--- config.mk ---
export PLATFORM = sky130hd
export DESIGN_NAME = lli_idle_ctrl
export DESIGN_NICKNAME = d
export VERILOG_FILES = /design/src/rtl/lli_pkg.sv /design/src/rtl/lli_debounce.sv /design/src/rtl/lli_period_chk.sv /design/src/rtl/lli_mode_fsm.sv /design/src/rtl/lli_idle_ctrl.sv
export SDC_FILE = /design/constraint.sdc
export NUM_CORES = 1
export LEC_CHECK = 0
export CORE_ASPECT_RATIO = 0.75
export CORE_UTILIZATION = 30
export DETAILED_ROUTE_END_ITERATION = 10
export GPL_TIMING_DRIVEN = 0
export PLACE_DENSITY = 0.44
export SETUP_SLACK_MARGIN = 0.05
export SLEW_MARGIN = 30
export SYNTH_ARGS = -nofsm -noshare
export SYNTH_HDL_FRONTEND = slang
export SYNTH_HIERARCHICAL = 1
export SYNTH_SLANG_ARGS = --single-unit
--- constraint.sdc ---
create_clock -name clk_i -period 8.74 [get_ports clk_i]
set_input_delay 1.748 -clock clk_i [delete_from_list [all_inputs] [get_ports clk_i]]
set_output_delay 1.748 -clock clk_i [all_outputs]
set_load 0.1 [all_outputs]
--- src/rtl/lli_pkg.sv ---
package lli_pkg;
  typedef enum logic {
    MODE_RUN  = 1'b0,
    MODE_IDLE = 1'b1
  } mode_e;

  localparam int unsigned JUMP_NUM = 6; // period limit = prev * 6 / 5
  localparam int unsigned JUMP_DEN = 5;
endpackage

--- src/rtl/lli_debounce.sv ---
module lli_debounce #(
  parameter int unsigned DB_CYCLES = 8
) (
  input  logic clk_i,
  input  logic rst_ni,
  input  logic raw_i,
  output logic flag_o
);
  localparam int unsigned CW = $clog2(DB_CYCLES + 1);
  localparam logic [CW-1:0] CNT_TOP = CW'(DB_CYCLES);

  logic [CW-1:0] cnt_q;

  always_ff @(posedge clk_i or negedge rst_ni) begin
    if (!rst_ni)               cnt_q <= '0;
    else if (!raw_i)           cnt_q <= '0;
    else if (cnt_q != CNT_TOP) cnt_q <= cnt_q + 1'b1;
  end

  assign flag_o = (cnt_q == CNT_TOP);

  AST_FLAG_NEEDS_RAW: assert property (@(posedge clk_i) disable iff (!rst_ni)
    flag_o |-> $past(raw_i));
  AST_RAW_LOW_CLEARS: assert property (@(posedge clk_i) disable iff (!rst_ni)
    !raw_i |=> !flag_o);
endmodule

--- src/rtl/lli_period_chk.sv ---
module lli_period_chk #(
  parameter int unsigned CNT_W = 16
) (
  input  logic             clk_i,
  input  logic             rst_ni,
  input  logic             strobe_i,
  input  logic [CNT_W-1:0] period_i,
  output logic             fault_o
);
  import lli_pkg::*;
  localparam int unsigned MW = CNT_W + 3;

  logic [CNT_W-1:0] prev_q;
  logic             have_prev_q;
  logic [MW-1:0]    cur_scaled;
  logic [MW-1:0]    ref_scaled;

  assign cur_scaled = MW'(period_i) * MW'(JUMP_DEN);
  assign ref_scaled = MW'(prev_q) * MW'(JUMP_NUM);
  assign fault_o    = strobe_i && have_prev_q && (cur_scaled > ref_scaled);

  always_ff @(posedge clk_i or negedge rst_ni) begin
    if (!rst_ni) begin
      prev_q      <= '0;
      have_prev_q <= 1'b0;
    end else if (strobe_i) begin
      prev_q      <= period_i;
      have_prev_q <= 1'b1;
    end
  end

  AST_FAULT_NEEDS_STROBE: assert property (@(posedge clk_i) disable iff (!rst_ni)
    fault_o |-> strobe_i);
  AST_NO_FAULT_FIRST: assert property (@(posedge clk_i) disable iff (!rst_ni)
    (strobe_i && !have_prev_q) |-> !fault_o);
endmodule

--- src/rtl/lli_mode_fsm.sv ---
module lli_mode_fsm #(
  parameter int unsigned CNT_W        = 16,
  parameter int unsigned ENTER_TICKS  = 960,
  parameter int unsigned EXIT_TICKS   = 1070,
  parameter int unsigned ENTER_CYCLES = 3,
  parameter int unsigned EXIT_CYCLES  = 7
) (
  input  logic             clk_i,
  input  logic             rst_ni,
  input  logic             strobe_i,
  input  logic [CNT_W-1:0] dis_time_i,
  input  logic             force_i,
  output lli_pkg::mode_e   mode_o
);
  import lli_pkg::*;
  localparam int unsigned ECW = $clog2(ENTER_CYCLES + 1);
  localparam int unsigned XCW = $clog2(EXIT_CYCLES + 1);
  localparam logic [CNT_W-1:0] ENT_T  = CNT_W'(ENTER_TICKS);
  localparam logic [CNT_W-1:0] EXT_T  = CNT_W'(EXIT_TICKS);
  localparam logic [ECW-1:0]   ENT_LAST = ECW'(ENTER_CYCLES - 1);
  localparam logic [XCW-1:0]   EXT_LAST = XCW'(EXIT_CYCLES - 1);

  mode_e          mode_q, mode_d;
  logic [ECW-1:0] ent_cnt_q, ent_cnt_d;
  logic [XCW-1:0] ext_cnt_q, ext_cnt_d;
  logic           short_cyc, long_cyc;

  assign short_cyc = dis_time_i < ENT_T;
  assign long_cyc  = dis_time_i > EXT_T;

  always_comb begin
    mode_d    = mode_q;
    ent_cnt_d = ent_cnt_q;
    ext_cnt_d = ext_cnt_q;
    if (force_i) begin
      mode_d    = MODE_IDLE;
      ent_cnt_d = '0;
      ext_cnt_d = '0;
    end else if (strobe_i) begin
      unique case (mode_q)
        MODE_RUN: begin
          if (!short_cyc) ent_cnt_d = '0;
          else if (ent_cnt_q == ENT_LAST) begin
            mode_d    = MODE_IDLE;
            ent_cnt_d = '0;
          end else ent_cnt_d = ent_cnt_q + 1'b1;
        end
        MODE_IDLE: begin
          if (!long_cyc) ext_cnt_d = '0;
          else if (ext_cnt_q == EXT_LAST) begin
            mode_d    = MODE_RUN;
            ext_cnt_d = '0;
          end else ext_cnt_d = ext_cnt_q + 1'b1;
        end
        default: mode_d = MODE_IDLE;
      endcase
    end
  end

  always_ff @(posedge clk_i or negedge rst_ni) begin
    if (!rst_ni) begin
      mode_q    <= MODE_RUN;
      ent_cnt_q <= '0;
      ext_cnt_q <= '0;
    end else begin
      mode_q    <= mode_d;
      ent_cnt_q <= ent_cnt_d;
      ext_cnt_q <= ext_cnt_d;
    end
  end

  assign mode_o = mode_q;

  AST_ENT_BOUND: assert property (@(posedge clk_i) disable iff (!rst_ni)
    ent_cnt_q < ECW'(ENTER_CYCLES));
  AST_EXT_BOUND: assert property (@(posedge clk_i) disable iff (!rst_ni)
    ext_cnt_q < XCW'(EXIT_CYCLES));
  AST_ENTRY_CAUSE: assert property (@(posedge clk_i) disable iff (!rst_ni)
    $rose(mode_q == MODE_IDLE) |-> $past(force_i || (strobe_i && short_cyc)));
  AST_EXIT_CAUSE: assert property (@(posedge clk_i) disable iff (!rst_ni)
    $fell(mode_q == MODE_IDLE) |-> $past(strobe_i && long_cyc && !force_i));
  AST_FORCE_IDLE: assert property (@(posedge clk_i) disable iff (!rst_ni)
    force_i |=> (mode_q == MODE_IDLE));
  AST_NO_STROBE_HOLD: assert property (@(posedge clk_i) disable iff (!rst_ni)
    (!strobe_i && !force_i) |=> $stable(mode_q));
endmodule

--- src/rtl/lli_idle_ctrl.sv ---
module lli_idle_ctrl #(
  parameter int unsigned CNT_W        = 16,
  parameter int unsigned ENTER_TICKS  = 960,
  parameter int unsigned EXIT_TICKS   = 1070,
  parameter int unsigned ENTER_CYCLES = 3,
  parameter int unsigned EXIT_CYCLES  = 7,
  parameter int unsigned OPEN_DB      = 200,
  parameter int unsigned SHORT_DB     = 300,
  parameter int unsigned OVP_DB       = 14000
) (
  input  logic             clk_i,
  input  logic             rst_ni,
  input  logic             cycle_done_i,
  input  logic [CNT_W-1:0] dis_time_i,
  input  logic [CNT_W-1:0] period_i,
  input  logic             sense_open_i,
  input  logic             fb_low_i,
  input  logic             ovp_i,
  input  logic             otp_i,
  output logic             idle_o,
  output logic             gate_en_o
);
  import lli_pkg::*;

  logic  open_flag, short_flag, ovp_flag, period_fault, force_idle;
  mode_e mode;

  lli_debounce #(.DB_CYCLES(OPEN_DB)) u_open_db (
    .clk_i(clk_i), .rst_ni(rst_ni), .raw_i(sense_open_i), .flag_o(open_flag));
  lli_debounce #(.DB_CYCLES(SHORT_DB)) u_short_db (
    .clk_i(clk_i), .rst_ni(rst_ni), .raw_i(fb_low_i), .flag_o(short_flag));
  lli_debounce #(.DB_CYCLES(OVP_DB)) u_ovp_db (
    .clk_i(clk_i), .rst_ni(rst_ni), .raw_i(ovp_i), .flag_o(ovp_flag));

  lli_period_chk #(.CNT_W(CNT_W)) u_period (
    .clk_i(clk_i), .rst_ni(rst_ni), .strobe_i(cycle_done_i),
    .period_i(period_i), .fault_o(period_fault));

  assign force_idle = period_fault | open_flag | short_flag;

  lli_mode_fsm #(
    .CNT_W(CNT_W), .ENTER_TICKS(ENTER_TICKS), .EXIT_TICKS(EXIT_TICKS),
    .ENTER_CYCLES(ENTER_CYCLES), .EXIT_CYCLES(EXIT_CYCLES)
  ) u_fsm (
    .clk_i(clk_i), .rst_ni(rst_ni), .strobe_i(cycle_done_i),
    .dis_time_i(dis_time_i), .force_i(force_idle), .mode_o(mode));

  assign idle_o    = (mode == MODE_IDLE);
  assign gate_en_o = !idle_o && !ovp_flag && !otp_i;

  AST_OPEN_FORCES: assert property (@(posedge clk_i) disable iff (!rst_ni)
    open_flag |=> idle_o);
  AST_SHORT_HOLDS: assert property (@(posedge clk_i) disable iff (!rst_ni)
    short_flag |=> idle_o);
  AST_OVP_KEEPS_MODE: assert property (@(posedge clk_i) disable iff (!rst_ni)
    (ovp_flag && !force_idle && !cycle_done_i) |=> $stable(idle_o));
endmodule

==> run summary, run 1 <==
Synth top area cells: dfrtp_1, ha_1, a21oi_1, mux2_2, nand2_1
Drt drc: 0
Die area: 16500 um^2
Number of cells produced by synthesis: 518
CTS buffer count: 5
Synth area leader: dfrtp_1
Clock power frac: 23.0%
Fillcell total: 1587
Ordered cell list for the critical path: clkdlybuf4s50_1 > ha_1 > ha_1 > inv_1 > fa_1 > nor2b_1 > o31a_1 > o21ai_2 > a31oi_2 > o221ai_2 > xnor2_1 > ha_1 > a211oi_1 > o21ai_0 > a221oi_1 > a21oi_1 > or3_1 > clkbuf_1 > nor2_1 > nand4_1 > a21o_1 > o32a_1
Reg-to-reg startpoint: u_period/prev_q[1]
Placement Cell Area: 5490 um^2
Detail Route Antenna Nets: 0
Synth Register Bits: 54
Setup violations, final: 0
Post-Route WL: 11.1 mm
Hpwl dp: 8.71 mm
I/O pins: 41
Post_cts resized: 0
Setup TNS: 0 ns
Beginning of the worst hold path: u_period/have_prev_q
Async set-reset flop share out of synthesis: 100%
Final #Nets: 675
Max Slew Vio Count: 0
First-pass GRT wire length: 18.9 mm
Top FF cell, synth: dfrtp_1
DR pass1 iterations: 4
EDFF count, synth: 0
Hold Vio Cnt, Final: 0
Crit path kind: input pin to flip-flop
Clock skew: 0.00561 ns
Routed vias: 3921
Die outline height: 112 um
Tmin final: 6.39 ns
Status: finished clean
GR Overflow Total: 0
Routability congestion estimate: 0.826
Pleak: 2.41 nW
Worst setup EP type: flip-flop
Antenna violations before repair: 0
Worst vdd ir: 83.8 uV
Post-synthesis cell type count: 73
Initial core utilization: 31.2%
Sequential share of power: 32.8%
RSZ-0062 raised after global routing: false
Slowest cell on the critical path: clkdlybuf4s50_1
Core Area: 15400 um^2
Critical Path Most Common Cell: ha_1
Most frequent cells in the layout: ha_1, dfrtp_1, a21oi_1, nand2_1, clkdlybuf4s50_1
Worst R2R Path Depth: 19
DRT iter0 DRCs: 220
Worst path required time: 8.92 ns
R2R setup slack: 4.13 ns
Layout cell share with drive strength beyond 1: 9.70%
Sequential element share of the synthesized area: 28.1%
Crit share post-route: 73.1%
Crit path DAT: 6.57 ns
Comb power frac: 44.3%
Vias per inst: 5.08
Root buffer cell: clkbuf_16
Largest net degree at the start of global routing: 46
Finished Cell Area: 5640 um^2
Switch share: 38.1%
Routed wire length per instance: 14.4 um
NetSw: 345 uW
# Post-CTS Setup Buffers: 0
Most common cell after layout, fill and taps aside: ha_1
Crit path to: u_fsm/mode_o
Clk sinks: 54
CTS tree: done
Worst-path clk slew: 0.07 ns
Worst slew margin: 35.3%
Htree depth: 2
I/O Buffers: 40
Final Power: 906 uW
Hold slack: 0.496 ns
Crit Path Max Fanout: 8
CP delay by family, top: compound AO/OA/AOI/OAI gates
Die width: 148 um
FF-to-FF End: u_fsm/mode_o
Share of the synthesized area in the top cell type: 28.1%
Clock Tree Buf Depth: 2
Number of global-route vias before repair: 3682
FP Rows: 39
Number of diodes: 0
Syn_nets: 627
Syn-to-layout area delta: 17.3%
Max-Cap Viols: 0
Stages on worst setup path: 22
PwrDens: 161 nW/um^2
CP startpoint: period_i[3]
Syn_area_per_cell: 9.28 um^2
Cts hold-fix bufs: 0
Worst Tran Pin Value: 0.967 ns
Gr usage total: 14.2%
Critical path launch point type: input pin
Hold Path Class: flip-flop to flip-flop
Worst Path Buf+Inv: 3
Yosys warns: 6
Int Power: 561 uW
Crit-path max cell delay: 0.50 ns
Maximum clock rate: 157 MHz
Area of the mapped netlist: 4810 um^2
Skew-Pair Late Insertion Delay: 0.30 ns
[registers in the layout, indices dropped and copies added, names as in the netlist]
| signal | flops |
|---|---|
| u_fsm/ent_cnt_q | 2 |
| u_fsm/ext_cnt_q | 3 |
| u_fsm/mode_o | 1 |
| u_open_db/cnt_q | 8 |
| u_ovp_db/cnt_q | 14 |
| u_period/have_prev_q | 1 |
| u_period/prev_q | 16 |
| u_short_db/cnt_q | 9 |
[cell usage after synthesis, types with 6 or more instances]
cell,n
ha_1,68
dfrtp_1,54
a21oi_1,43
nand2_1,40
inv_1,30
nor2_1,24
nand3_1,23
o21ai_0,23
xnor2_1,17
mux2_2,15
nand4_1,15
xor2_1,14
nand2b_1,10
a21o_1,9
mux2i_1,9
or3_1,9
nor3_1,8
o21a_1,6
[kinds of logic (layout without fill, tap and decap cells)]
| family | Yosys count | count (layout) | share of synthesized area (%) |
|---|---|---|---|
| AO/OA/AOI/OAI | 129 | 129 | 17.9 |
| AND/OR/NAND/NOR | 173 | 173 | 21.3 |
| adder cells (fa/ha/maj) | 70 | 70 | 18.5 |
| buffers and inverters | 37 | 86 | 3.07 |
| XOR/XNOR | 31 | 31 | 5.65 |
| flip-flops | 54 | 54 | 28.1 |
| multiplexers | 24 | 24 | 5.39 |
[power by group through the flow]
stage,combinational (mW),clock (mW),sequential [mW]
floorplan,0.283,0,0.310
global placement,0.394,0,0.301
detailed placement,0.400,0,0.302
CTS,0.402,0.217,0.297
global route,0.448,0.232,0.301
finish,0.401,0.208,0.297
[worst min-delay path by stage]
stage | cells past startpoint | end | slack (ns)
floorplan | 1 | u_period/have_prev_q | 0.44
global placement | 1 | u_period/have_prev_q | 0.48
detailed placement | 1 | u_period/have_prev_q | 0.49
CTS | 1 | u_period/have_prev_q | 0.51
global route | 1 | u_period/have_prev_q | 0.53
finish | 1 | u_period/have_prev_q | 0.50
[worst reg2reg max path: stages (launching register included)]
cell	delay [ns]
dfrtp_1	0.43
ha_1	0.24
fa_1	0.44
a211oi_1	0.28
nor2_2	0.11
o21ai_2	0.24
nand2b_4	0.18
o21bai_1	0.09
xnor2_1	0.13
ha_1	0.29
a211oi_1	0.19
o21ai_0	0.13
a221oi_1	0.42
a21oi_1	0.15
or3_1	0.39
clkbuf_1	0.22
nor2_1	0.14
nand4_1	0.10
a21o_1	0.17
o32a_1	0.17
[cell type report]
type	instances	area (um^2)	area share, %
multi-input cells	427	3310	58.7
flip-flops and latches	54	1350	24.0
repair buffers	41	425	7.55
well taps	205	256	4.55
clock buffers	7	143	2.53
inverters	30	113	2.00
plain buffers	7	35.0	0.622
clock inverters	1	5.00	0.0888
[per-stage QoR]
stage	util, %	setup WS [ns]	cells
floorplan	-	3.22	518
global placement	35.4	2.07	763
detailed placement	35.6	2.06	764
CTS	36.5	2.35	772
global route	36.5	2.04	772
finish	36.5	2.35	772
[routing by layer]
metal,track usage (%),share of wire [%]
met5,0,0
met4,3.51,1.0
met3,2.62,4.3
met2,19.3,39
met1,22.4,56
No activity file was read; power rests on OpenSTA's default activity.
==> inputs of run 2 (changes only) <==
==> constraint.sdc (replaced) <==
create_clock -name clk_i -period 6.3 [get_ports clk_i]
set_input_delay 1.26 -clock clk_i [delete_from_list [all_inputs] [get_ports clk_i]]
set_output_delay 1.26 -clock clk_i [all_outputs]
set_load 0.1 [all_outputs]
==> results of run 2 <==
The final DEF is identical to that of run 1. Status: finished clean.
Main changes from that run: setup slack after placement 2.06 ns -> 0.111 ns; setup slack after layout 2.35 ns -> 0.399 ns; register-to-register setup slack 4.13 ns -> 1.69 ns; total power 0.906 mW -> 1.26 mW; worst IR drop on VDD 83.8 uV -> 116 uV
